===== src/rtl/adc3w_pkg.sv =====
package adc3w_pkg;
    typedef enum logic [1:0] {
        ST_IDLE,
        ST_CMD,
        ST_RES,
        ST_LAST
    } adc3w_state_e;

    localparam int CMD_BITS = 4;
endpackage


===== src/rtl/adc3w_tick.sv =====
module adc3w_tick #(
    parameter int DIV_W = 8
) (
    input  logic             clk,
    input  logic             rst_n,
    input  logic             clear,
    input  logic             run,
    input  logic [DIV_W-1:0] div,
    output logic             tick
);
    logic [DIV_W-1:0] cnt_q;

    assign tick = run && (cnt_q == div);

    always_ff @(posedge clk or negedge rst_n) begin
        if (!rst_n) begin
            cnt_q <= '0;
        end else if (clear || !run || tick) begin
            cnt_q <= '0;
        end else begin
            cnt_q <= cnt_q + 1'b1;
        end
    end
endmodule


===== src/rtl/adc3w_cmdfmt.sv =====
module adc3w_cmdfmt
    import adc3w_pkg::*;
(
    input  logic       sgl,
    input  logic       odd,
    input  logic       msbf,
    input  logic [1:0] idx,
    output logic       bit_o
);
    logic [CMD_BITS-1:0] word;

    // Sent from the top bit down: marker, mode, polarity, order.
    assign word  = {1'b1, sgl, odd, msbf};
    assign bit_o = word[CMD_BITS-1-int'(idx)];
endmodule


===== src/rtl/adc3w_rxshift.sv =====
module adc3w_rxshift #(
    parameter int RES_W = 10
) (
    input  logic             clk,
    input  logic             rst_n,
    input  logic             clear,
    input  logic             shift_en,
    input  logic             msbf,
    input  logic             din,
    output logic [RES_W-1:0] data
);
    logic [RES_W-1:0] sh_q;

    always_ff @(posedge clk or negedge rst_n) begin
        if (!rst_n) begin
            sh_q <= '0;
        end else if (clear) begin
            sh_q <= '0;
        end else if (shift_en) begin
            if (msbf) begin
                sh_q <= {sh_q[RES_W-2:0], din};
            end else begin
                sh_q <= {din, sh_q[RES_W-1:1]};
            end
        end
    end

    assign data = sh_q;
endmodule


===== src/rtl/adc3w_reader.sv =====
module adc3w_reader
    import adc3w_pkg::*;
#(
    parameter int DIV_W = 8,
    parameter int RES_W = 10
) (
    input  logic             clk,
    input  logic             rst_n,
    input  logic             start,
    input  logic [DIV_W-1:0] div_half,
    input  logic             sgl_diff,
    input  logic             odd_sign,
    input  logic             msb_first,
    output logic             sclk,
    output logic             cs_n,
    output logic             sd_o,
    output logic             sd_oe,
    input  logic             sd_i,
    output logic             busy,
    output logic             done,
    output logic [RES_W-1:0] result
);
    localparam int CNT_W   = (RES_W > CMD_BITS) ? $clog2(RES_W) : $clog2(CMD_BITS);
    localparam int CMD_TOP = CMD_BITS - 1;
    localparam int RES_TOP = RES_W - 1;

    adc3w_state_e state_q, state_d;

    logic             sclk_q, cs_n_q, oe_q, sdo_q, done_q;
    logic [CNT_W-1:0] bit_q;
    logic             sgl_q, odd_q, msbf_q;
    logic [RES_W-1:0] result_q;
    logic             tick, accept, sample, next_cmd_bit;
    logic [RES_W-1:0] rx_data;
    logic [1:0]       fmt_idx;

    assign accept  = (state_q == ST_IDLE) && start;
    assign sample  = (state_q == ST_RES) && tick && !sclk_q;
    assign fmt_idx = 2'(bit_q + 1'b1);

    adc3w_tick #(.DIV_W(DIV_W)) u_tick (
        .clk   (clk),
        .rst_n (rst_n),
        .clear (accept),
        .run   (state_q != ST_IDLE),
        .div   (div_half),
        .tick  (tick)
    );

    adc3w_cmdfmt u_fmt (
        .sgl   (sgl_q),
        .odd   (odd_q),
        .msbf  (msbf_q),
        .idx   (fmt_idx),
        .bit_o (next_cmd_bit)
    );

    adc3w_rxshift #(.RES_W(RES_W)) u_rx (
        .clk      (clk),
        .rst_n    (rst_n),
        .clear    (accept),
        .shift_en (sample),
        .msbf     (msbf_q),
        .din      (sd_i),
        .data     (rx_data)
    );

    // State register
    always_ff @(posedge clk or negedge rst_n) begin
        if (!rst_n) state_q <= ST_IDLE;
        else        state_q <= state_d;
    end

    // Next-state logic
    always_comb begin
        state_d = state_q;
        unique case (state_q)
            ST_IDLE: if (start) state_d = ST_CMD;
            ST_CMD:  if (tick && !sclk_q && bit_q == CNT_W'(CMD_TOP)) state_d = ST_RES;
            ST_RES:  if (tick && !sclk_q && bit_q == CNT_W'(RES_TOP)) state_d = ST_LAST;
            ST_LAST: if (tick) state_d = ST_IDLE;
        endcase
    end

    // Output and datapath registers
    always_ff @(posedge clk or negedge rst_n) begin
        if (!rst_n) begin
            sclk_q   <= 1'b0;
            cs_n_q   <= 1'b1;
            oe_q     <= 1'b0;
            sdo_q    <= 1'b0;
            done_q   <= 1'b0;
            bit_q    <= '0;
            sgl_q    <= 1'b0;
            odd_q    <= 1'b0;
            msbf_q   <= 1'b1;
            result_q <= '0;
        end else begin
            done_q <= 1'b0;
            unique case (state_q)
                ST_IDLE: begin
                    if (start) begin
                        cs_n_q <= 1'b0;
                        oe_q   <= 1'b1;
                        sdo_q  <= 1'b1;
                        bit_q  <= '0;
                        sgl_q  <= sgl_diff;
                        odd_q  <= odd_sign;
                        msbf_q <= msb_first;
                    end
                end
                ST_CMD: begin
                    if (tick) begin
                        if (!sclk_q) begin
                            sclk_q <= 1'b1;
                            if (bit_q == CNT_W'(CMD_TOP)) begin
                                oe_q  <= 1'b0;
                                bit_q <= '0;
                            end
                        end else begin
                            sclk_q <= 1'b0;
                            sdo_q  <= next_cmd_bit;
                            bit_q  <= bit_q + 1'b1;
                        end
                    end
                end
                ST_RES: begin
                    if (tick) begin
                        if (sclk_q) begin
                            sclk_q <= 1'b0;
                        end else begin
                            sclk_q <= 1'b1;
                            if (bit_q != CNT_W'(RES_TOP)) bit_q <= bit_q + 1'b1;
                        end
                    end
                end
                ST_LAST: begin
                    if (tick) begin
                        sclk_q   <= 1'b0;
                        cs_n_q   <= 1'b1;
                        done_q   <= 1'b1;
                        result_q <= rx_data;
                    end
                end
            endcase
        end
    end

    assign sclk   = sclk_q;
    assign cs_n   = cs_n_q;
    assign sd_o   = sdo_q;
    assign sd_oe  = oe_q;
    assign busy   = (state_q != ST_IDLE);
    assign done   = done_q;
    assign result = result_q;
endmodule


===== config.mk =====
export PLATFORM = sky130hd
export DESIGN_NAME = adc3w_reader
export DESIGN_NICKNAME = d
export VERILOG_FILES = /design/src/rtl/adc3w_pkg.sv /design/src/rtl/adc3w_tick.sv /design/src/rtl/adc3w_cmdfmt.sv /design/src/rtl/adc3w_rxshift.sv /design/src/rtl/adc3w_reader.sv
export SDC_FILE = /design/constraint.sdc
export NUM_CORES = 1
export LEC_CHECK = 0
export ABC_AREA = 1
export BUFFER_PORTS_ARGS = -buffer_cell sky130_fd_sc_hd__buf_2
export CORE_ASPECT_RATIO = 1.5
export CORE_MARGIN = 2
export CORE_UTILIZATION = 57
export DETAILED_ROUTE_END_ITERATION = 8
export PLACE_DENSITY = 0.81
export REMOVE_ABC_BUFFERS = 1
export SLEW_MARGIN = 20
export SYNTH_ARGS = -nofsm -noshare
export SYNTH_HDL_FRONTEND = slang
export SYNTH_SLANG_ARGS = --single-unit

===== constraint.sdc =====
create_clock -name clk -period 2.3 [get_ports clk]
set_input_delay 0.115 -clock clk [delete_from_list [all_inputs] [get_ports clk]]
set_output_delay 0.115 -clock clk [all_outputs]
set_load 0.1 [all_outputs]

==> impl_results.md, run 1 <==
- Worst IR Drop VDD: 0.00126 V
- Input/output buffers: 30
- Die H: 80.9 um
- Final ANT Viol Nets: 0
- GR Util All Layers: 20.8%
- Yosys reg bits: 42
- Inserted Clock Buffers: 5
- Worst EP required: 2.47 ns
- Final min period: 2.02 ns
- Hold Path Depth: 2
- CP endpoint kind: flip-flop
- Pin slew with the least headroom to its limit: 0.912 ns
- Core ar.: 3850 um^2
- F_max: 496 MHz
- Area growth syn-to-layout: 11.8%
- Starting density of the core: 58.4%
- Post-layout util: 65.3%
- Unique masters post-synth: 26
- Setup violators final: 0
- Clock Path Buffers: 2
- CP startpoint kind: flip-flop
- R2R depth: 10
- Top Ports: 31
- Clock latency on the worst-skew pair: 0.30 ns
- Site row count: 28
- Dpl cell area: 2410 um^2
- Worst slew margin: 39.2%
- Slew Viols, Final: 0
- Final Hold Vio Count: 0
- Wirelength per Cell: 12.0 um
- Vias: 1851
- Hold path endpoint: sgl_q
- First-pass GRT wire length: 7.36 mm
- Worst hold path startpoint: sgl_diff
- Critical path peak fanout: 11
- H-tree levels: 2
- RSZ-0062 raised after global routing: false
- Power per Cell Area: 1060 nW/um^2
- Syn Area/Cell: 8.18 um^2
- Cell area after layout: 2510 um^2
- Routed wire length: 4.24 mm
- # DRC: 0
- Pin count of the biggest net entering global routing: 43
- Grt total ovfl: 0
- Fin Setup TNS: 0 ns
- Full die area: 4480 um^2
- Terminus of the critical flop-to-flop path: u_rx.data[1]
- Clk slew on worst S/H paths: 0.08 ns
- Max cap viols: 0
- Initial antenna violation count: 0
- Die Width: 55.3 um
- N_diodes: 0
- Clock root buffer: clkbuf_8
- DPL Wire Length: 3.17 mm
- Sequential area share after synthesis: 46.8%
- Routed vias/inst: 5.23
- Clock Sinks: 42
- Period utilisation layout: 87.7%
- Nets: 331
- Total power: 2.68 mW
- Internal reg-to-reg setup slack: 0.28 ns
- Cells after synthesis: 275
- Crit path kind: flip-flop to flip-flop
- Vias in the first global route: 1744
- Initial DRC count: 57
- Share of cells above drive strength 1: 20.1%
- Post-CTS setup buffer count: 0
- CTS tree: done
- Status: completed
- Post-CTS Resized: 0
- Clock skew: 0.0105 ns
- Reg-to-reg startpoint: state_q[0]
- Min-delay worst type: primary input to flip-flop
- Cell Area, Synth: 2250 um^2
- Pleak: 1.32 nW
- WP data arrival: 2.19 ns
- DR pass1 iterations: 4
- GPL Wtd Cong: 0.934
- Synth warnings: 0
report_power, final:
group | internal (mW) | switching [mW] | leakage (nW) | total, mW
clock | 0.213 | 0.260 | 0.0441 | 0.474
sequential | 0.860 | 0.134 | 0.558 | 0.994
combinational | 0.341 | 0.867 | 0.715 | 1.21
total | 1.41 | 1.26 | 1.32 | 2.68
layer usage:
layer / share of wire [%] / up-vias / track usage [%]
met1: 43 / 854 / 23.2
li1: - / 944 / -
met2: 50 / 41 / 38.7
met5: 0 / - / 0
met4: 2.9 / 0 / 8.78
met3: 4.3 / 12 / 3.66
what timing repair did:
item | in CTS | in global routing
setup endpoints to repair | 0 | 0
hold endpoints to repair | 40 | 0
hold buffers | 1 | 0
registers in the layout (all words and copies together) (netlist names):
name / cells
sgl_q: 1
done: 1
sclk: 1
cs_n: 1
u_rx.data: 10
msbf_q: 1
odd_q: 1
result: 10
sd_oe: 1
u_tick.cnt_q: 8
sd_o: 1
bit_q: 4
state_q: 2
Yosys cell counts:
cell type,number,area [um^2]
dfrtp_1,40,1000
nor2_1,16,60.1
clkbuf_1,2,7.51
o21ai_0,19,95.1
nor4_1,1,6.26
o21ai_2,4,35.0
nor2_4,5,56.3
nor3_1,3,15.0
dfstp_2,2,52.6
a21oi_1,7,35.0
nand2_2,6,37.5
nand4_1,4,25.0
mux2_2,2,22.5
nor3b_1,4,30.0
inv_1,41,154
nand2_1,71,267
ha_1,8,100
xor2_1,2,17.5
inv_2,3,11.3
buf_6,3,33.8
o22ai_1,10,62.6
nand3_1,13,65.1
xnor2_1,1,8.76
nand2_4,1,11.3
nand3_2,1,10.0
o21ai_1,6,30.0
worst max-delay path, cell delays in order, from the launching register on:
cell	delay (ns)
dfrtp_1	0.40
inv_1	0.10
ha_1	0.27
a21oi_1	0.16
nand3_2	0.11
nor2_4	0.14
nand2_4	0.11
nor2_4	0.11
nand2_2	0.16
nand2_2	0.23
o22ai_1	0.11
final cells by class:
cell class                      count  area, um^2
Tap cell                           45        56.3
Multi-Input combinational cell    184         990
Timing Repair Buffer               31         160
Sequential cell                    42        1050
Clock buffer                        5        68.8
Clock inverter                      3        21.3
Fill cell                         356        1340
Inverter                           44         165
layout by cell type, fill, tap and decap left out, types with 4 or more instances in the layout:
cell type / count
ha_1: 8
a21oi_1: 7
buf_2: 30
o21ai_0: 19
nor2_4: 5
clkbuf_8: 5
nor3b_1: 4
o21ai_1: 6
nand4_1: 4
o22ai_1: 10
inv_1: 41
nor2_1: 16
nand2_1: 71
nand3_1: 13
nand2_2: 6
o21ai_2: 4
dfrtp_1: 40
per-stage QoR:
| stage | hold slack [ns] | std cells | worst slack [ns] |
|---|---|---|---|
| 2_1_floorplan | -0.181 | 270 | 0.249 |
| 3_3_place_gp | 0.295 | 345 | 0.428 |
| 3_5_place_dp | 0.305 | 345 | 0.293 |
| 4_1_cts | 0.0407 | 354 | 0.284 |
| 5_1_grt | 0.0598 | 354 | 0.148 |
| 6_report | 0.0509 | 354 | 0.284 |
cells by family after synthesis:
logic type	count (synthesis)	synth area share (%)
multiplexers	2	1.00
adder cells (fa/ha/maj)	8	4.45
buffers and inverters	49	9.18
flip-flops	42	46.8
XOR/XNOR	3	1.17
AO/OA/AOI/OAI	46	11.5
AND/OR/NAND/NOR	125	25.9
worst max path at each step:
| stage | startpoint | to | slack [ns] | depth (start not counted) |
|---|---|---|---|---|
| final | state_q[0] | u_rx.data[1] | 0.28 | 10 |
| after global routing | state_q[0] | u_rx.data[1] | 0.15 | 10 |
| after CTS | state_q[0] | u_rx.data[1] | 0.28 | 10 |
| after detailed placement | state_q[0] | u_rx.data[1] | 0.29 | 10 |
| after global placement | state_q[0] | u_rx.data[0] | 0.43 | 10 |
| after floorplan | state_q[0] | bit_q[0] | 0.25 | 10 |
Power figures use the tool's default switching activity.
==> run 2: changes to the inputs <==
--- a/config.mk
+++ b/config.mk
@@ -7,10 +7,11 @@
 export LEC_CHECK = 0
 export ABC_AREA = 1
 export BUFFER_PORTS_ARGS = -buffer_cell sky130_fd_sc_hd__buf_2
+export CAP_MARGIN = 25
 export CORE_ASPECT_RATIO = 1.5
-export CORE_MARGIN = 2
 export CORE_UTILIZATION = 57
 export DETAILED_ROUTE_END_ITERATION = 8
+export HOLD_SLACK_MARGIN = 0.08
 export PLACE_DENSITY = 0.81
 export REMOVE_ABC_BUFFERS = 1
 export SLEW_MARGIN = 20
==> run 2 against run 1 <==
  * Non-clock buffer count rose by 4
  * Clock skew shrank 0.0047 ns
  * Design area rose by 3.0%
  * Die area fell by 6.0%
  * Clock power grew 21%
  * Count of clock-buffer cells in the layout increased by 1
  * Highest routed layer unchanged
  * Largest power group unchanged
  * Sequential cell count unchanged
  * Critical endpoint is now u_rx.data[5]
==> impl_results.md, run 2 (synthesis results as in run 1) <==
- Initial DRC count: 51 (-11%)
- Clock root buffer: clkbuf_8
- Hold Path Depth: 3 (+1)
- Fin Setup TNS: 0 ns (unchanged)
- Starting density of the core: 60.5% (+2.2 points)
- CTS tree: done
- Final min period: 1.99 ns (-0.0272 ns)
- Input/output buffers: 30 (unchanged)
- Inserted Clock Buffers: 5 (unchanged)
- Worst IR Drop VDD: 0.00123 V (-1.7%)
- Final Hold Vio Count: 0 (unchanged)
- Critical path peak fanout: 11 (unchanged)
- Area growth syn-to-layout: 15.1%
- Max cap viols: 0 (unchanged)
- Post-CTS Resized: 0 (unchanged)
- Nets: 335 (+1.2%)
- Hold path endpoint: msbf_q
- Worst EP required: 2.48 ns (about the same)
- Total power: 2.78 mW (+3.8%)
- CP endpoint kind: flip-flop
- Internal reg-to-reg setup slack: 0.31 ns (+0.03 ns)
- DR pass1 iterations: 4 (unchanged)
- R2R depth: 10 (unchanged)
- Die Width: 53.3 um (-3.6%)
- Full die area: 4210 um^2 (-6.0%)
- Vias: 1812 (-2.1%)
- Site row count: 27 (-3.6%)
- Core ar.: 3720 um^2 (-3.6%)
- H-tree levels: 2 (unchanged)
- Pin count of the biggest net entering global routing: 43 (unchanged)
- Crit path kind: flip-flop to flip-flop
- Routed wire length: 4.27 mm (+0.66%)
- Wirelength per Cell: 12.0 um (about the same)
- WP data arrival: 2.17 ns (-0.02 ns)
- Reg-to-reg startpoint: state_q[0]
- Pleak: 1.35 nW (+2.5%)
- Power per Cell Area: 1070 nW/um^2 (+0.78%)
- Clock latency on the worst-skew pair: 0.30 ns (about the same)
- Clk slew on worst S/H paths: 0.08 ns (about the same)
- # DRC: 0 (unchanged)
- RSZ-0062 raised after global routing: false
- Clock Sinks: 42 (unchanged)
- Clock Path Buffers: 2 (unchanged)
- Die H: 78.9 um (-2.5%)
- CP startpoint kind: flip-flop
- Status: completed
- First-pass GRT wire length: 7.40 mm (+0.56%)
- Worst slew margin: 64.4% (+25 points)
- Share of cells above drive strength 1: 19.8% (-0.26 points)
- Period utilisation layout: 86.5% (-1.2 points)
- DPL Wire Length: 3.15 mm (-0.86%)
- GPL Wtd Cong: 0.947 (+1.3%)
- Terminus of the critical flop-to-flop path: u_rx.data[5]
- GR Util All Layers: 24.2% (+3.5 points)
- Clock skew: 0.00583 ns (-0.00470 ns)
- Min-delay worst type: primary input to flip-flop
- Most frequent cells in the layout: nand2_1 (71), inv_1 (41), dfrtp_1 (40), buf_2 (30), o21ai_0 (19)
- Worst hold path startpoint: start
- Commonest non-fill, non-tap cell in the layout: nand2_1
- Routed vias/inst: 5.09 (-2.7%)
- Pin slew with the least headroom to its limit: 0.529 ns (-0.383 ns)
- Setup violators final: 0 (unchanged)
- F_max: 503 MHz (+1.4%)
- Slew Viols, Final: 0 (unchanged)
- Top Ports: 31 (unchanged)
- Final ANT Viol Nets: 0 (unchanged)
- Vias in the first global route: 1763 (+1.1%)
- Grt total ovfl: 0 (unchanged)
- N_diodes: 0 (unchanged)
- Initial antenna violation count: 0 (unchanged)
## run 2: cell types whose count changed in the layout (fill, tap and decap cells not counted)
cell / previous run / this run
clkinv_2: 1 / 0
clkinv_4: 1 / 0
dlygate4sd3_1: 1 / 4
clkbuf_1: 0 / 1
buf_16: 0 / 1
bufinv_16: 0 / 1
## run 2: per-stage QoR
stage                     util, %  instances  hold slack (ns)  cell area (um^2)  setup WS [ns]
after floorplan                 -        270           -0.181              2210          0.249
after CTS                    69.0        355            0.190              2560          0.314
final                        69.7        356            0.188              2590          0.311
after detailed placement     64.9        343            0.293              2410          0.332
after global placement       64.9        343            0.292              2410          0.442
after global routing         69.7        356            0.225              2590          0.140
## run 2: layer usage
layer / vias to the layer above / track usage [%] / routed length (um)
met4: 0 / 12.9 / 135
met3: 12 / 3.45 / 108
met5: - / 0 / 0
met1: 808 / 28.0 / 1850
met2: 37 / 41.5 / 2180
li1: 955 / - / -
## run 2: worst max-delay path by stage
stage          startpoint            to
2_1_floorplan  state_q[0]      bit_q[0]
3_3_place_gp   state_q[0]  u_rx.data[1]
3_5_place_dp   state_q[0]  u_rx.data[8]
4_1_cts        state_q[0]  u_rx.data[5]
5_1_grt        state_q[1]  u_rx.data[5]
6_report       state_q[0]  u_rx.data[5]
## run 2: where the power goes
| group | internal, mW | switching [mW] | total (mW) |
|---|---|---|---|
| logic | 0.349 | 0.866 | 1.21 |
| registers | 0.860 | 0.131 | 0.991 |
| clock network | 0.324 | 0.248 | 0.572 |
## run 2: final cells by class
type	count	area, um^2
Fill cell	313	1130
Sequential cell	42	1050
Multi-Input combinational cell	184	990
Timing Repair Buffer	35	218
Inverter	44	165
Clock buffer	6	72.6
Tap cell	43	53.8
Clock inverter	2	37.5
## run 2: timing repair
item / 4_1_cts / 5_1_grt
buffers inserted: 0 / 0
hold buffers: 4 / 0
hold endpoints to repair: 43 / 0
## run 2: critical path, cell delays in order (launching register included)
cell and delay [ns]:
dfrtp_1 0.40, inv_1 0.10, ha_1 0.27, a21oi_1 0.16
nand3_2 0.11, nor2_4 0.14, nand2_4 0.11, nor2_4 0.11
nand2_2 0.16, nand2_2 0.22, o22ai_1 0.11
